[config.mk]
export PLATFORM = sky130hd
export DESIGN_NAME = pixel_uniformity_stats
export DESIGN_NICKNAME = d
export VERILOG_FILES = /design/src/rtl/ustat_pkg.sv /design/src/rtl/ustat_divider.sv /design/src/rtl/ustat_ctrl.sv /design/src/rtl/ustat_datapath.sv /design/src/rtl/pixel_uniformity_stats.sv
export SDC_FILE = /design/constraint.sdc
export NUM_CORES = 1
export LEC_CHECK = 0
export CELL_PAD_IN_SITES_DETAIL_PLACEMENT = 0
export CELL_PAD_IN_SITES_GLOBAL_PLACEMENT = 1
export CORE_MARGIN = 8
export CORE_UTILIZATION = 28
export CTS_BUF_LIST = sky130_fd_sc_hd__clkbuf_8
export CTS_CLUSTER_SIZE = 16
export DETAILED_ROUTE_END_ITERATION = 7
export DONT_BUFFER_PORTS = 1
export PLACE_DENSITY_LB_ADDON = 0.25
export SETUP_SLACK_MARGIN = 0.15
export SLEW_MARGIN = 25
export SYNTH_ARGS = -nofsm -noshare
export SYNTH_HDL_FRONTEND = slang
export SYNTH_SLANG_ARGS = --single-unit
[constraint.sdc]
create_clock -name clk -period 11.63 [get_ports clk]
set_input_delay 1.7445 -clock clk [delete_from_list [all_inputs] [get_ports clk]]
set_output_delay 1.7445 -clock clk [all_outputs]
set_load 0.05 [all_outputs]
[src/rtl/ustat_pkg.sv]
package ustat_pkg;
  typedef enum logic [1:0] {
    DIV_MEAN = 2'd0,
    DIV_DEV  = 2'd1,
    DIV_IMB  = 2'd2
  } divSel_e;

  typedef struct packed {
    logic    snap;
    logic    divStart;
    divSel_e divSel;
    logic    loadMean;
    logic    loadDev;
    logic    loadImb;
    logic    publish;
    logic    flagErr;
  } ctrlStrobes_t;
endpackage

[src/rtl/ustat_divider.sv]
module ustat_divider #(
  parameter int NUM_W = 35,
  parameter int DEN_W = 27
) (
  input  logic             clk,
  input  logic             rst_n,
  input  logic             start,
  input  logic [NUM_W-1:0] numer,
  input  logic [DEN_W-1:0] denom,
  output logic             divDone,
  output logic [NUM_W-1:0] quotient
);
  localparam int CW = $clog2(NUM_W + 1);

  logic [DEN_W-1:0] remR, denR;
  logic [NUM_W-1:0] quoR;
  logic [CW-1:0]    cnt;
  logic             denZero, doneR;
  logic [DEN_W:0]   remShift, diff;
  logic             fits;

  always_comb begin
    remShift = {remR, quoR[NUM_W-1]};
    diff     = remShift - {1'b0, denR};
    fits     = remShift >= {1'b0, denR};
  end

  always_ff @(posedge clk or negedge rst_n) begin
    if (!rst_n) begin
      remR <= '0; quoR <= '0; denR <= '0; cnt <= '0;
      denZero <= 1'b0; doneR <= 1'b0;
    end else if (start) begin
      remR    <= '0;
      quoR    <= numer;
      denR    <= denom;
      denZero <= (denom == '0);
      cnt     <= CW'(NUM_W);
      doneR   <= 1'b0;
    end else if (cnt != '0) begin
      cnt   <= cnt - 1'b1;
      remR  <= fits ? diff[DEN_W-1:0] : remShift[DEN_W-1:0];
      quoR  <= {quoR[NUM_W-2:0], fits};
      doneR <= (cnt == CW'(1));
    end else begin
      doneR <= 1'b0;
    end
  end

  assign divDone  = doneR;
  assign quotient = denZero ? '0 : quoR;
endmodule

[src/rtl/ustat_ctrl.sv]
module ustat_ctrl
  import ustat_pkg::*;
(
  input  logic         clk,
  input  logic         rst_n,
  input  logic         lineEnd,
  input  logic         cntOk,
  input  logic         divDone,
  input  logic         frozenDark,
  output ctrlStrobes_t strobes,
  output logic         done,
  output logic         lineErr
);
  typedef enum logic [2:0] {
    S_IDLE, S_MEAN, S_DEVGO, S_DEV, S_IMB, S_PUB
  } state_e;

  state_e state, stateNext;

  always_comb begin
    strobes   = '0;
    stateNext = state;
    case (state)
      S_IDLE: if (lineEnd) begin
        if (cntOk) begin
          strobes.snap     = 1'b1;
          strobes.divStart = 1'b1;
          strobes.divSel   = DIV_MEAN;
          stateNext        = S_MEAN;
        end else begin
          strobes.flagErr = 1'b1;
        end
      end
      S_MEAN: if (divDone) begin
        strobes.loadMean = 1'b1;
        stateNext        = S_DEVGO;
      end
      S_DEVGO: begin
        if (frozenDark) begin
          stateNext = S_PUB;
        end else begin
          strobes.divStart = 1'b1;
          strobes.divSel   = DIV_DEV;
          stateNext        = S_DEV;
        end
      end
      S_DEV: if (divDone) begin
        strobes.loadDev  = 1'b1;
        strobes.divStart = 1'b1;
        strobes.divSel   = DIV_IMB;
        stateNext        = S_IMB;
      end
      S_IMB: if (divDone) begin
        strobes.loadImb = 1'b1;
        stateNext       = S_PUB;
      end
      S_PUB: begin
        strobes.publish = 1'b1;
        stateNext       = S_IDLE;
      end
      default: stateNext = S_IDLE;
    endcase
  end

  always_ff @(posedge clk or negedge rst_n) begin
    if (!rst_n) begin
      state   <= S_IDLE;
      done    <= 1'b0;
      lineErr <= 1'b0;
    end else begin
      state <= stateNext;
      done  <= strobes.publish | strobes.flagErr;
      if (strobes.flagErr)      lineErr <= 1'b1;
      else if (strobes.publish) lineErr <= 1'b0;
    end
  end
endmodule

[src/rtl/ustat_datapath.sv]
module ustat_datapath
  import ustat_pkg::*;
#(
  parameter int SAMPLE_W    = 12,
  parameter int LINE_PIXELS = 21360
) (
  input  logic                clk,
  input  logic                rst_n,
  input  logic                pixValid,
  input  logic                pixOdd,
  input  logic [SAMPLE_W-1:0] pixData,
  input  logic                lineEnd,
  input  logic                darkMode,
  input  ctrlStrobes_t        strobes,
  output logic                cntOk,
  output logic                divDone,
  output logic                frozenDark,
  output logic [SAMPLE_W-1:0] meanOut,
  output logic [SAMPLE_W-1:0] maxDevOut,
  output logic [SAMPLE_W+6:0] devPctOut,
  output logic [7:0]          imbPctOut,
  output logic                darkResult
);
  localparam int CNT_W = $clog2(LINE_PIXELS + 2);
  localparam int SUM_W = SAMPLE_W + $clog2(LINE_PIXELS + 1);
  localparam int NUM_W = SUM_W + 8;
  localparam int PCT_W = SAMPLE_W + 7;
  localparam logic [CNT_W-1:0] CNT_SAT = '1;

  // running accumulators
  logic [CNT_W-1:0]    cntAcc, cntBase;
  logic [SUM_W-1:0]    sumAcc, sumBase, pairAcc, pairBase;
  logic [SAMPLE_W-1:0] minAcc, minBase, maxAcc, maxBase, pendVal, pendBase;
  logic                pendOk, pendOkBase;
  logic [SAMPLE_W-1:0] absDiff;

  // frozen line values and intermediate results
  logic [SUM_W-1:0]    frozenSum, frozenPair;
  logic [SAMPLE_W-1:0] frozenMin, frozenMax, meanReg, maxDev, hiDiff, loDiff;
  logic [PCT_W-1:0]    devReg;
  logic [7:0]          imbReg;

  // divider operands
  logic [NUM_W-1:0]    divNum, quotient;
  logic [SUM_W-1:0]    divDen;

  always_comb begin
    cntBase    = lineEnd ? '0 : cntAcc;
    sumBase    = lineEnd ? '0 : sumAcc;
    pairBase   = lineEnd ? '0 : pairAcc;
    minBase    = lineEnd ? '1 : minAcc;
    maxBase    = lineEnd ? '0 : maxAcc;
    pendBase   = pendVal;
    pendOkBase = lineEnd ? 1'b0 : pendOk;
    absDiff    = (pendBase > pixData) ? pendBase - pixData : pixData - pendBase;
  end

  always_ff @(posedge clk or negedge rst_n) begin
    if (!rst_n) begin
      cntAcc <= '0; sumAcc <= '0; pairAcc <= '0;
      minAcc <= '1; maxAcc <= '0; pendVal <= '0; pendOk <= 1'b0;
    end else begin
      cntAcc  <= cntBase;
      sumAcc  <= sumBase;
      pairAcc <= pairBase;
      minAcc  <= minBase;
      maxAcc  <= maxBase;
      pendOk  <= pendOkBase;
      if (pixValid) begin
        if (cntBase != CNT_SAT) cntAcc <= cntBase + 1'b1;
        sumAcc <= sumBase + SUM_W'(pixData);
        if (pixData < minBase) minAcc <= pixData;
        if (pixData > maxBase) maxAcc <= pixData;
        if (pixOdd) begin
          pendVal <= pixData;
          pendOk  <= 1'b1;
        end else if (pendOkBase) begin
          pairAcc <= pairBase + SUM_W'(absDiff);
          pendOk  <= 1'b0;
        end
      end
    end
  end

  assign cntOk = (cntAcc == CNT_W'(LINE_PIXELS));

  always_ff @(posedge clk or negedge rst_n) begin
    if (!rst_n) begin
      frozenSum <= '0; frozenPair <= '0; frozenMin <= '0; frozenMax <= '0;
      frozenDark <= 1'b0;
    end else if (strobes.snap) begin
      frozenSum  <= sumAcc;
      frozenPair <= pairAcc;
      frozenMin  <= minAcc;
      frozenMax  <= maxAcc;
      frozenDark <= darkMode;
    end
  end

  always_comb begin
    hiDiff = (frozenMax > meanReg) ? frozenMax - meanReg : '0;
    loDiff = (meanReg > frozenMin) ? meanReg - frozenMin : '0;
    maxDev = (hiDiff > loDiff) ? hiDiff : loDiff;
  end

  always_comb begin
    case (strobes.divSel)
      DIV_DEV: begin
        divNum = NUM_W'(maxDev) * NUM_W'(100);
        divDen = SUM_W'(meanReg);
      end
      DIV_IMB: begin
        divNum = NUM_W'(frozenPair) * NUM_W'(200);
        divDen = frozenSum;
      end
      default: begin
        divNum = NUM_W'(sumAcc);
        divDen = SUM_W'(LINE_PIXELS);
      end
    endcase
  end

  ustat_divider #(.NUM_W(NUM_W), .DEN_W(SUM_W)) div_i (
    .clk(clk), .rst_n(rst_n), .start(strobes.divStart),
    .numer(divNum), .denom(divDen), .divDone(divDone), .quotient(quotient)
  );

  always_ff @(posedge clk or negedge rst_n) begin
    if (!rst_n) begin
      meanReg <= '0; devReg <= '0; imbReg <= '0;
      meanOut <= '0; maxDevOut <= '0; devPctOut <= '0; imbPctOut <= '0;
      darkResult <= 1'b0;
    end else begin
      if (strobes.loadMean) meanReg <= quotient[SAMPLE_W-1:0];
      if (strobes.loadDev)  devReg  <= quotient[PCT_W-1:0];
      if (strobes.loadImb)  imbReg  <= quotient[7:0];
      if (strobes.publish) begin
        meanOut    <= meanReg;
        maxDevOut  <= maxDev;
        devPctOut  <= frozenDark ? '0 : devReg;
        imbPctOut  <= frozenDark ? '0 : imbReg;
        darkResult <= frozenDark;
      end
    end
  end
endmodule

[src/rtl/pixel_uniformity_stats.sv]
module pixel_uniformity_stats
  import ustat_pkg::*;
#(
  parameter int SAMPLE_W    = 12,
  parameter int LINE_PIXELS = 21360
) (
  input  logic                clk,
  input  logic                rst_n,
  input  logic                pixValid,
  input  logic                pixOdd,
  input  logic [SAMPLE_W-1:0] pixData,
  input  logic                lineEnd,
  input  logic                darkMode,
  output logic [SAMPLE_W-1:0] meanOut,
  output logic [SAMPLE_W-1:0] maxDevOut,
  output logic [SAMPLE_W+6:0] devPctOut,
  output logic [7:0]          imbPctOut,
  output logic                darkResult,
  output logic                lineErr,
  output logic                done
);
  ctrlStrobes_t strobes;
  logic cntOk, divDone, frozenDark;

  ustat_ctrl ctrl_i (
    .clk(clk), .rst_n(rst_n), .lineEnd(lineEnd), .cntOk(cntOk),
    .divDone(divDone), .frozenDark(frozenDark), .strobes(strobes),
    .done(done), .lineErr(lineErr)
  );

  ustat_datapath #(.SAMPLE_W(SAMPLE_W), .LINE_PIXELS(LINE_PIXELS)) dp_i (
    .clk(clk), .rst_n(rst_n), .pixValid(pixValid), .pixOdd(pixOdd),
    .pixData(pixData), .lineEnd(lineEnd), .darkMode(darkMode),
    .strobes(strobes), .cntOk(cntOk), .divDone(divDone),
    .frozenDark(frozenDark), .meanOut(meanOut), .maxDevOut(maxDevOut),
    .devPctOut(devPctOut), .imbPctOut(imbPctOut), .darkResult(darkResult)
  );
endmodule

==> flow_summary_export.csv <==
group,metric,value,unit
run_status,status,"finished clean",
power_and_ir_drop,p_comb_frac,0.096,
logic_synthesis,synth.avg_cell_area,8.744,µm²
grt,overflow,0,
cts,cts_tree,"yes",
logic_synthesis,synth_cells,2958,
grt,grt_pass1_vias,20400,
worst_setup_path,path_max_fanout,19,
logic_synthesis,synth_top_area_share,0.3541,
placed_design,port_buffers,0,
cts,cts.repair.resized,0,
logic_synthesis,yosysUniqueCellTypes,79,
worst_setup_path,cp_common_cell,"ha_1",
logic_synthesis,syn_area,25860,µm²
cts,cts.sinks,378,
cells_and_area,drive_gt1_frac,0.06684,
cts,cts_root_buf,"clkbuf_8",
grt,grt.total_usage,0.1460,
routing,ant_nets,0,
timing,finalCriticalPeriod,8.367,ns
logic_synthesis,synthFlopType,"dfrtp_1",
grt,grt_max_degree,379,
worst_setup_path,r2r_cells,32,
power_and_ir_drop,switching_share,0.2621,
timing,tns,0,ns
routing,routed_wl,75.82,mm
power_and_ir_drop,p_int,0.002327,W
logic_synthesis,async_flop_share,1.000,
worst_setup_path,reg2reg_slack,3.26,ns
power_and_ir_drop,vdd_drop_max,0.07440,mV
worst_setup_path,reg2reg_to,"dp_i.div_i.quoR[15]$_DFFE_PN0P_",
worst_setup_path,cp.arrival,8.94,ns
hold_path,hp-start,"dp_i.frozenSum[11]$_DFFE_PN0P_",
grt,antenna_found_initial,6,
cells_and_area,layout.cells.most_common,"nand2_1",
cells_and_area,layout_common_cells,"460 x nand2_1, 366 x dfrtp_1, 292 x inv_1",
hold_path,hold_depth,2,
timing,tightest_slew,1.425,ns
job,drv_cap,0,
die,dieArea,102400,µm²
die,dieWidth,319.9,µm
routing,firstDrtPassIters,5,
hold_path,min_delay_worst_endpoint,"dp_i.frozenSum[11]$_DFFE_PN0P_",
worst_setup_path,worstPathRequired,12.20,ns
cells_and_area,multi_input_area,14920,µm²
routing,vias_per_cell,4.934,
logic_synthesis,ys_seq_elements,378,
placed_design,dpl.hpwl,55.55,mm
logic_synthesis,synth-edff-count,0,
routing,vias,20630,
hold_path,hp-class,"reg -> reg",
die,start_util,0.2822,
grt,grtUsageMet3,0.03233,
power_and_ir_drop,switching_power,0.0008263,W
die,fp.coreArea,91660,µm²
cts,clk_pin_slew,0.06,ns
grt,gr-usage-met2,0.2209,
cts,h-tree-depth,3,
logic_synthesis,yosys_warnings,0,
timing,post-route-period-util,0.7194,
cells_and_area,layout-area-overhead-vs-synth,10.86,%
routing,drt-initial-drc-count,1406,
routing,wl_per_cell,18.13,µm
cts,postCtsSetupBuffers,0,
grt,top_usage_layer,"met2",
worst_setup_path,slowest_stage,"a21oi_4",
cells_and_area,register_area,9474,µm²
power_and_ir_drop,clkPwrFrac,0.465,
cts,cts-buffers-inserted,75,
timing,timing.fmax,0.1195,GHz
cts,clkLatencyLatePin,0.68,ns
cts,clock_path_buffers,3,
die,die_h,319.9,µm
cells_and_area,final.fill_count,9732,
timing,max_slew_margin,0.04994,
worst_setup_path,path_class,"reg -> reg",
power_and_ir_drop,p_per_area,110.0,nW/µm²
timing,slew_viol_final,0,
logic_synthesis,synth_top_cell_by_area,"dfrtp_1",
cts,ctsHoldBuffers,0,
power_and_ir_drop,p_leak,13.96,nW
placed_design,gp_congestion,0.8730,
worst_setup_path,crit_path_end_kind,"flop",
cells_and_area,fin_nets,3249,
die,row_count,111,
logic_synthesis,ys_seq_area_frac,0.3663,
worst_setup_path,startpoint,"dp_i.meanReg[0]$_DFFE_PN0P_",
timing,setup_viol,0,
routing,drc_errors,0,
timing,rsz0062_at_grt,"no",
grt,grt_pass1_wl,119.4,mm
worst_setup_path,r2r_start,"dp_i.meanReg[0]$_DFFE_PN0P_",
grt,grt_use_met1,0.2080,
power_and_ir_drop,seq_power_share,0.438,
timing,finalHoldViolCount,0,
worst_setup_path,slowest_delay,0.56,ns
timing,clock_skew,0.03393,ns
logic_synthesis,ys_top_cells_by_area,"dfrtp_1 35%, ha_1 13%, nand2_1 6.7%, o21ai_0 4.8%, inv_1 3.9%",
worst_setup_path,crit_path_start_kind,"flop",
timing,timing.hold.ws,0.4769,ns
die,io-pin-count,72,
logic_synthesis,syn_nets,3275,
## through the flow
step	cells	util	area [µm²]	setup slack (ns)	total power (W)
2_1_floorplan	2958	-	25860	4.647	0.001644
3_3_place_gp	4040	0.2948	27020	3.236	0.001703
3_5_place_dp	4041	0.2949	27040	2.994	0.001710
4_1_cts	4178	0.3126	28660	2.976	0.003217
5_1_grt	4179	0.3127	28670	2.459	0.003314
6_report	4181	0.3128	28670	3.263	0.003153
## worst max path at each step
stage	slack, ns	end	cells after the start
CTS	2.98	dp_i.div_i.quoR[15]$_DFFE_PN0P_	32
floorplan	4.65	dp_i.div_i.quoR[15]$_DFFE_PN0P_	36
finish	3.26	dp_i.div_i.quoR[15]$_DFFE_PN0P_	32
detailed placement	2.99	dp_i.div_i.quoR[15]$_DFFE_PN0P_	32
global route	2.46	dp_i.div_i.quoR[15]$_DFFE_PN0P_	32
global placement	3.24	dp_i.div_i.quoR[15]$_DFFE_PN0P_	32
## critical path, delay by kind of cell (launching register included)
family,cells,cell delay [ns]
multiplexers,1,0.43
adder cells (fa/ha/maj),7,2.27
AND/OR/NAND/NOR,9,1.75
AO/OA/AOI/OAI,12,2.96
buffers and inverters,1,0.10
flip-flops,1,0.41
XOR/XNOR,2,0.33
## per-layer routing
layer,vias to the layer above,part of all wire,wire length (µm)
met1,9960,0.49,37070
met3,119,0.055,4175
met5,-,0,0
li1,10160,-,-
met2,393,0.43,32620
met4,0,0.026,1954
## sequential cells by signal (all words and copies together), names as in the netlist, 8 cells and up
register         count
dp_i.maxDevOut      12
dp_i.div_i.denR     27
dp_i.frozenPair     27
dp_i.imbReg          8
dp_i.div_i.quoR     35
dp_i.meanOut        12
dp_i.div_i.remR     27
dp_i.maxAcc         12
dp_i.imbPctOut       8
dp_i.cntAcc         15
dp_i.frozenSum      27
dp_i.minAcc         12
dp_i.devPctOut      19
dp_i.frozenMax      12
dp_i.devReg         19
dp_i.pendBase       12
dp_i.sumAcc         27
dp_i.meanReg        12
dp_i.pairAcc        27
dp_i.frozenMin      12
## power by group through the flow
stage / Sequential [W] / Clock, W / Combinational, W
finish: 0.00138 / 0.00147 / 0.000304
detailed placement: 0.00140 / 0 / 0.000306
global route: 0.00139 / 0.00159 / 0.000343
floorplan: 0.00139 / 0 / 0.000252
CTS: 0.00138 / 0.00153 / 0.000307
global placement: 0.00140 / 0 / 0.000300
## synth_stat cells (all sizes together) (34+ instances only)
| master | n |
|---|---|
| a21oi | 159 |
| mux2 | 34 |
| a31oi | 35 |
| o21ai | 254 |
| mux2i | 58 |
| nand2b | 76 |
| xor2 | 42 |
| clkbuf | 100 |
| a21o | 59 |
| dfrtp | 366 |
| nand3 | 65 |
| fa | 35 |
| nor2 | 152 |
| inv | 268 |
| nor2b | 58 |
| ha | 264 |
| xnor2 | 87 |
| nand2 | 461 |
| nor3 | 42 |
## cell families (layout without fill, tap and decap cells)
| kind of cell | Yosys count | after routing | synth area share |
|---|---|---|---|
| AO/OA/AOI/OAI | 705 | 705 | 0.1680 |
| XOR/XNOR | 129 | 129 | 0.04368 |
| adder cells (fa/ha/maj) | 299 | 299 | 0.1548 |
| buffers and inverters | 392 | 426 | 0.05810 |
| flip-flops | 378 | 378 | 0.3663 |
| multiplexers | 92 | 92 | 0.03725 |
| other | 0 | 3 | 0 |
| AND/OR/NAND/NOR | 963 | 963 | 0.1719 |
## layout make-up
type | instances | share of cell area
Tap cell | 1186 | 0.05176
Multi-Input combinational cell | 2188 | 0.5203
Inverter | 269 | 0.03522
Clock inverter | 40 | 0.009950
Antenna cell | 3 | 0.0002618
Timing Repair Buffer | 20 | 0.005499
Sequential cell | 378 | 0.3304
Clock buffer | 97 | 0.04656
No activity file was read; power rests on OpenSTA's default activity.
